--- config.mk ---
export PLATFORM = sky130hd
export DESIGN_NAME = uart_tx_seq
export DESIGN_NICKNAME = d
export VERILOG_FILES = /design/src/rtl/uart_tx_seq.sv
export SDC_FILE = /design/constraint.sdc
export NUM_CORES = 1
export LEC_CHECK = 0
export BUFFER_PORTS_ARGS = -buffer_cell sky130_fd_sc_hd__buf_4
export CAP_MARGIN = 20
export CORE_ASPECT_RATIO = 0.8
export CORE_MARGIN = 2
export CORE_UTILIZATION = 35
export CTS_BUF_LIST = sky130_fd_sc_hd__clkbuf_2
export CTS_CLUSTER_DIAMETER = 100
export DETAILED_ROUTE_END_ITERATION = 8
export SYNTH_ARGS = -nofsm -noshare
export SYNTH_HDL_FRONTEND = slang
export SYNTH_SLANG_ARGS = --single-unit
--- constraint.sdc ---
create_clock -name clk -period 5.54 [get_ports clk]
set_clock_uncertainty 0.2 [all_clocks]
set_input_delay 1.662 -clock clk [delete_from_list [all_inputs] [get_ports clk]]
set_output_delay 1.662 -clock clk [all_outputs]
set_load 0.1 [all_outputs]
--- src/rtl/uart_tx_seq.sv ---
module uart_tx_seq #(
  parameter int DATA_W = 8
) (
  input  logic              clk,
  input  logic              rst_n,
  input  logic              bit_tick,
  input  logic              tx_en,
  input  logic              par_en,
  input  logic              par_odd,
  input  logic              two_stop,
  input  logic              txie,
  input  logic [DATA_W-1:0] tx_data,
  input  logic              commit,
  input  logic              brk_req,
  input  logic              pre_req,
  output logic              tx_out,
  output logic              tx_active,
  output logic              tdre,
  output logic              tc,
  output logic              tx_irq
);
  localparam int IW = $clog2(DATA_W + 4);
  localparam logic [IW-1:0] LAST_D = IW'(DATA_W);
  localparam logic [IW-1:0] PAR_I  = IW'(DATA_W + 1);

  typedef enum logic [1:0] {S_IDLE, S_READY, S_RUN, S_STOP} st_t;
  typedef enum logic [1:0] {K_DATA, K_PRE, K_BRK} kind_t;

  st_t         state;
  kind_t       kind;
  logic [IW-1:0] idx, last;
  logic [DATA_W-1:0] sh;
  logic        par_bit, use_par;
  logic        brk_p, pre_p, cmt_p;
  logic        any_req, go, fin, halt, nbit;
  logic [IW-1:0] nxt;

  assign any_req = brk_p | pre_p | cmt_p;
  assign go      = (state == S_READY) && tx_en && bit_tick && any_req;
  assign fin     = tx_active && bit_tick && (idx == last);
  assign halt    = (state == S_STOP) || !tx_en;
  assign nxt     = idx + 1'b1;
  assign tx_irq  = txie & tdre;

  always_comb begin
    if (kind == K_BRK)                   nbit = 1'b0;
    else if (kind == K_PRE)              nbit = 1'b1;
    else if (nxt <= LAST_D)              nbit = sh[0];
    else if (nxt == PAR_I && use_par)    nbit = par_bit;
    else                                 nbit = 1'b1;
  end

  always_ff @(posedge clk or negedge rst_n) begin
    if (!rst_n) begin
      state <= S_IDLE; kind <= K_DATA;
      idx <= '0; last <= '0; sh <= '0;
      par_bit <= 1'b0; use_par <= 1'b0;
      brk_p <= 1'b0; pre_p <= 1'b0; cmt_p <= 1'b0;
      tx_out <= 1'b1; tx_active <= 1'b0; tdre <= 1'b1; tc <= 1'b1;
    end else begin
      if (brk_req) brk_p <= 1'b1;
      if (pre_req) pre_p <= 1'b1;
      if (commit) begin cmt_p <= 1'b1; tdre <= 1'b0; end

      case (state)
        S_IDLE:  if (tx_en) state <= S_READY;
        S_READY: if (!tx_en) state <= S_IDLE; else if (go) state <= S_RUN;
        S_RUN:   if (fin) state <= halt ? S_IDLE : S_READY;
                 else if (!tx_en) state <= S_STOP;
        S_STOP:  if (fin) state <= S_IDLE;
        default: state <= S_IDLE;
      endcase

      if (go) begin
        tx_active <= 1'b1;
        tc        <= 1'b0;
        idx       <= '0;
        last      <= LAST_D + IW'(par_en) + IW'(two_stop) + 1'b1;
        use_par   <= par_en;
        if (brk_p) begin
          kind <= K_BRK; brk_p <= 1'b0; tx_out <= 1'b0;
        end else if (pre_p) begin
          kind <= K_PRE; pre_p <= 1'b0; tx_out <= 1'b1;
        end else begin
          kind <= K_DATA; cmt_p <= 1'b0; tdre <= 1'b1; tx_out <= 1'b0;
          sh <= tx_data; par_bit <= (^tx_data) ^ par_odd;
        end
      end else if (fin) begin
        tx_active <= 1'b0;
        tx_out    <= 1'b1;
        if (halt) begin tc <= 1'b1; cmt_p <= 1'b0; end
        else tc <= !any_req;
      end else if (tx_active && bit_tick) begin
        idx    <= nxt;
        tx_out <= nbit;
        if (kind == K_DATA && nxt <= LAST_D) sh <= sh >> 1;
      end
    end
  end

  p_line_idle_r1: assert property (@(posedge clk) disable iff (!rst_n)
    !tx_active |-> tx_out);

  p_start_tick_r2: assert property (@(posedge clk) disable iff (!rst_n)
    $rose(tx_active) |-> $past(bit_tick) && $past(state == S_READY));

  p_bit_hold_r4: assert property (@(posedge clk) disable iff (!rst_n)
    tx_active && $past(tx_active) && !$past(bit_tick) |-> $stable(tx_out));

  p_break_low_r8: assert property (@(posedge clk) disable iff (!rst_n)
    tx_active && kind == K_BRK |-> !tx_out);

  p_tc_busy_r9: assert property (@(posedge clk) disable iff (!rst_n)
    tx_active |-> !tc);

  p_halt_idle_r10: assert property (@(posedge clk) disable iff (!rst_n)
    $fell(tx_active) && $past(state == S_STOP) |-> state == S_IDLE && tc);
endmodule

# Word-level counts from Yosys, hierarchy flattened
# Index checks and enable logic that the tools add are counted.
dict set report word_totals {
  elab_cells 110
  regBits 29
  output_inout_bits 5
}
dict set report op_classes {
  n_addsub 4
  magnitude_cmp 1
  n_eq_ne 14
  n_bitwise 6
  n_mux 50
  n_reduce_logical 21
}
# op n
set ops {}
lappend ops {{$mux W8} 6}
lappend ops {{$mux W1} 33}
lappend ops {{$mux W2} 7}
lappend ops {{$mux W4} 3}
lappend ops {{$ne A2 B2 Y1 const B} 5}
lappend ops {{$add A4 B1 Y4 const B} 2}
lappend ops {{$pmux W2 S4} 1}
lappend ops {{$reduce_xor A8 Y1} 1}
lappend ops {{$logic_and A1 B1 Y1} 7}
lappend ops {{$eq A2 B2 Y1 const B} 3}
lappend ops {{$ne A3 B3 Y1 const B} 2}
lappend ops {{$reduce_bool A2 Y1} 3}
lappend ops {{$reduce_and A5 Y1} 1}
lappend ops {{$add A4 B1 Y4} 1}
lappend ops {{$add A4 B1 Y4 const A} 1}
lappend ops {{$eq A2 B1 Y1 const B} 2}
lappend ops {{$eq A4 B4 Y1} 1}
lappend ops {{$eq A4 B4 Y1 const B} 1}
lappend ops {{$le A4 B4 Y1 const B} 1}
lappend ops {{$logic_not A2 Y1} 2}
lappend ops {{$reduce_and A4 Y1} 1}
lappend ops {{$reduce_and A3 Y1} 1}
lappend ops {{$reduce_bool A3 Y1} 1}
lappend ops {{$logic_not A1 Y1} 2}
lappend ops {{6 further kinds} 8}

# Logic depth before layout (Yosys ltp)
dict set report logic_depth {
  word_depth 10
  ltp_mapped 6
  depth_no_buf 5
}

# Least setup slack after synthesis
# Ideal clock, no wire load.
dict set report synth_timing {
  path_type {input port to output port}
  from {in txie}
  to {out tx_irq}
  arrival_ns 2.399
  slack_ns 1.279
  required_time_ns 3.678
  path_buffers 0
  path_stages 1
  cell_sequence {and2_1}
}
dict set report synth_via {
  elab_chain_cells 1
}
# item line_no
set synth_rtl {}
lappend synth_rtl {{start: declaration} 11} ;# input logic txie,
lappend synth_rtl {{$and A1 B1 Y1} 43} ;# assign tx_irq = txie & tdre;
lappend synth_rtl {{end: declaration} 20} ;# output logic tx_irq
# Every way passes these cells.

# Worst setup path after layout
# Ends and elaborated chain as after synthesis.

==> impl_metrics.ini <==
[cts]
clock_net_sink_count = 28
cts_buffer_depth = 2
hold_buffers = 0
clock_slew_seen_by_the_registers_of_the_worst_setup_and_hold_paths_ns = 0.27
tritoncts.num_buffers = 3
clock-root-buffer = clkbuf_2
clk_latency_ns = 0.37
cts_resized = 0
postCtsSetupRepairBufs = 0
ctsHtreeMaxLevel = 1
tritoncts = built

[timing]
tns_ns = 0
hold_violations = 0
timing.final.crit_period_ns = 3.99
slew_headroom = 0.689
unrepaired_setup_endpoints_after_global_routing = false
post-route-worst-setup-slack_ns = 1.55
layout_worst_path_cycle_share = 0.721
worst_slew_pin_tran_ns = 0.467
finalMaxSlewViolations = 0
timing.fmax_ghz = 0.251
final-setup-viol-count = 0

[logic_synthesis]
yosys-mux-area-fraction = 0.00654
synth_area_sq_um = 1530
postSynth.topFlopCell = dfrtp_1
yosysWarningCount = 0
synthesized_area_per_cell_sq_um = 10.4
synth-simple-area-share = 0.189
synth_fa_ha_area_frac = 0.0245
yosys.area_share.xor_xnor = 0.0826
synth_enable_flop_cells = 0
synth_top_cell_area_share = 0.409
yosys.area.top_type = dfrtp_1
syn-instance-count = 147
synth.distinct_cells = 44
synth_fp_nets = 169
synth_top_family_by_area = compound AO/OA/AOI/OAI gates
netlist_top_cells_area = dfrtp_1 (41%), dfstp_2 (5.2%), o221a_1 (5.2%)
async_flop_share = 1.00
seq_area_frac_synth = 0.460
yosys_register_bits = 28
synth-compound-area-share = 0.196

[floorplanning]
die_area_sq_um = 4920
die_ht_um = 63.1
site_rows = 21
io-pin-count = 24
start_util = 0.364
die_w_um = 77.9
placeableCoreArea_sq_um = 4200

[global_route]
maximum_number_of_pins_on_one_net_before_global_route_repair = 29
remaining_overflow_grt = 0
grt_first_pass_wirelength_mm = 5.35
antenna_found_initial = 0
first_global_vias = 1127
groute.usage.overall = 0.135

[setup_path]
worstPathCellList = buf_4 > and2_1 > buf_4
critical_path_peak_fanout = 1
critical_path.most_common_cell = buf_4
worst-path-buf-inv = 2
required_ns = 3.68
critical_path_class = input pin to primary output
crit_path_start_kind = input pin
startpoint = txie
crit_path_top_delay_cell = buf_4
cpLargestDelayFamily = buffers and inverters
slowest_delay_ns = 0.22
reg2reg_from = pre_p
arrival_time_of_data_at_the_critical_path_endpoint_ns = 2.13
crit_path_end_kind = primary output

[final_layout]
fraction_of_final_layout_cells_sized_beyond_drive_strength_1 = 0.198
fin_cells = 224
multi_input_area_sq_um = 763
area_growth_pct = 16.5
num_antenna_cells = 0
number_of_filler_cells_placed_in_the_layout = 428
ff_latch_area_sq_um = 704
finished_layout_cell_area_sq_um = 1780
nNetsFinal = 190

[detailed_routing]
via_per_inst = 5.15
route.antenna.remaining_nets = 0
route.detailed.wl_per_inst_um = 13.9
drtIter0Drc = 74
wl_mm = 3.12
drc = 0
via_count = 1154
firstDrtPassIters = 4

[placement]
routability_congestion = 0.876
placedInstanceArea_sq_um = 1740
placed_cells_incl_taps = 220
place_worst_setup_slack_ns = 1.55
post-dp-hpwl_mm = 2.37
placement.io_buffers = 23

[pwr]
cellLeakagePower_nw = 0.750
max-vdd-ir-drop_v = 0.000302
report.power.total_uw = 845
power_density_nw_per_um2 = 474

[min_path]
holdCritStartpoint = tdre
holdCritPathClass = flop to flop

[outcome]
result_of_the_run = complete, no violations

[run]
maxCapViolCount = 0
## report_power, final
group | internal (mW) | switching [mW] | total [mW]
Sequential | 0.284 | 0.0811 | 0.365
Clock | 0.0621 | 0.0611 | 0.123
Combinational | 0.149 | 0.208 | 0.357
## flip-flops by register name, indices dropped and copies added, names as in the netlist
signal,cells
state,2
pre_p,1
tc,1
idx,4
cmt_p,1
kind,2
tdre,1
last,3
tx_active,1
brk_p,1
par_bit,1
sh,8
tx_out,1
use_par,1
## Yosys cell counts (all sizes together) (2+ instances only)
library cell   n
dfrtp         25
nand2         14
nand2b         9
o21ai          8
o221a          8
inv            7
a21oi          6
xor2           6
nor2           5
xnor2          5
clkbuf         4
nand4          4
buf            3
dfstp          3
ha             3
nand3          3
nor2b          3
a21boi         2
a21o           2
and2           2
and4b          2
nand3b         2
o21a           2
or3            2
## placed cells by master, fill, tap and decap left out, types with 4 or more instances in the layout
master    Yosys  routed
buf_4         0      23
nand2_1      14      14
o21ai_0       8       8
dfrtp_1      25      25
nor2_1        5       5
a21oi_1       6       6
xnor2_1       5       5
inv_1         7       7
nand2b_1      9       9
nand4_1       4       4
xor2_1        5       5
o221a_1       7       7
## area by class of cell
| cell class | instances | share of cell area |
|---|---|---|
| Multi-Input combinational cell | 105 | 0.428 |
| Sequential cell | 28 | 0.395 |
| Timing Repair Buffer | 23 | 0.0968 |
| Tap cell | 57 | 0.0400 |
| Clock inverter | 1 | 0.0168 |
| Inverter | 7 | 0.0147 |
| Clock buffer | 3 | 0.00842 |
## stage by stage
step,hold slack [ns],util
after global placement,0.279,0.413
after detailed placement,0.292,0.413
final,0.318,0.424
after CTS,0.327,0.424
after global routing,0.349,0.424
after floorplan,0.242,-
## final timing paths
path	endpoint	slack [ns]	cells after the start
hold / removal	tdre	0.32	2
setup reg to reg	sh[0]	3.23	4
hold reg to reg	tdre	0.32	2
setup / recovery	tx_irq	1.55	3
min in group asynchronous	sh[6]	0.95	1
max in group asynchronous	tx_out	3.88	1
## layer usage
| layer | vias to the layer above | part of all wire | routed length, um | global-route usage |
|---|---|---|---|---|
| li1 | 574 | - | - | - |
| met1 | 555 | 0.48 | 1510 | 0.194 |
| met2 | 23 | 0.47 | 1460 | 0.203 |
| met3 | 2 | 0.042 | 132 | 0.0387 |
| met4 | 0 | 0.0035 | 11 | 0.0307 |
| met5 | - | 0 | 0 | 0 |
## cell families (layout without fill, tap and decap cells)
logic type | count (synthesis) | in the layout
AND/OR/NAND/NOR | 52 | 52
AO/OA/AOI/OAI | 37 | 37
flip-flops | 28 | 28
buffers and inverters | 14 | 34
XOR/XNOR | 12 | 12
adder cells (fa/ha/maj) | 3 | 3
multiplexers | 1 | 1
## worst min-delay path: cells and delay by family (launching register included)
kind | cells | cell delay (ns)
DFF | 1 | 0.44
AOI/OAI and AO/OA | 1 | 0.08
buffers and inverters | 1 | 0.04
(Power assumes the default switching activity.)
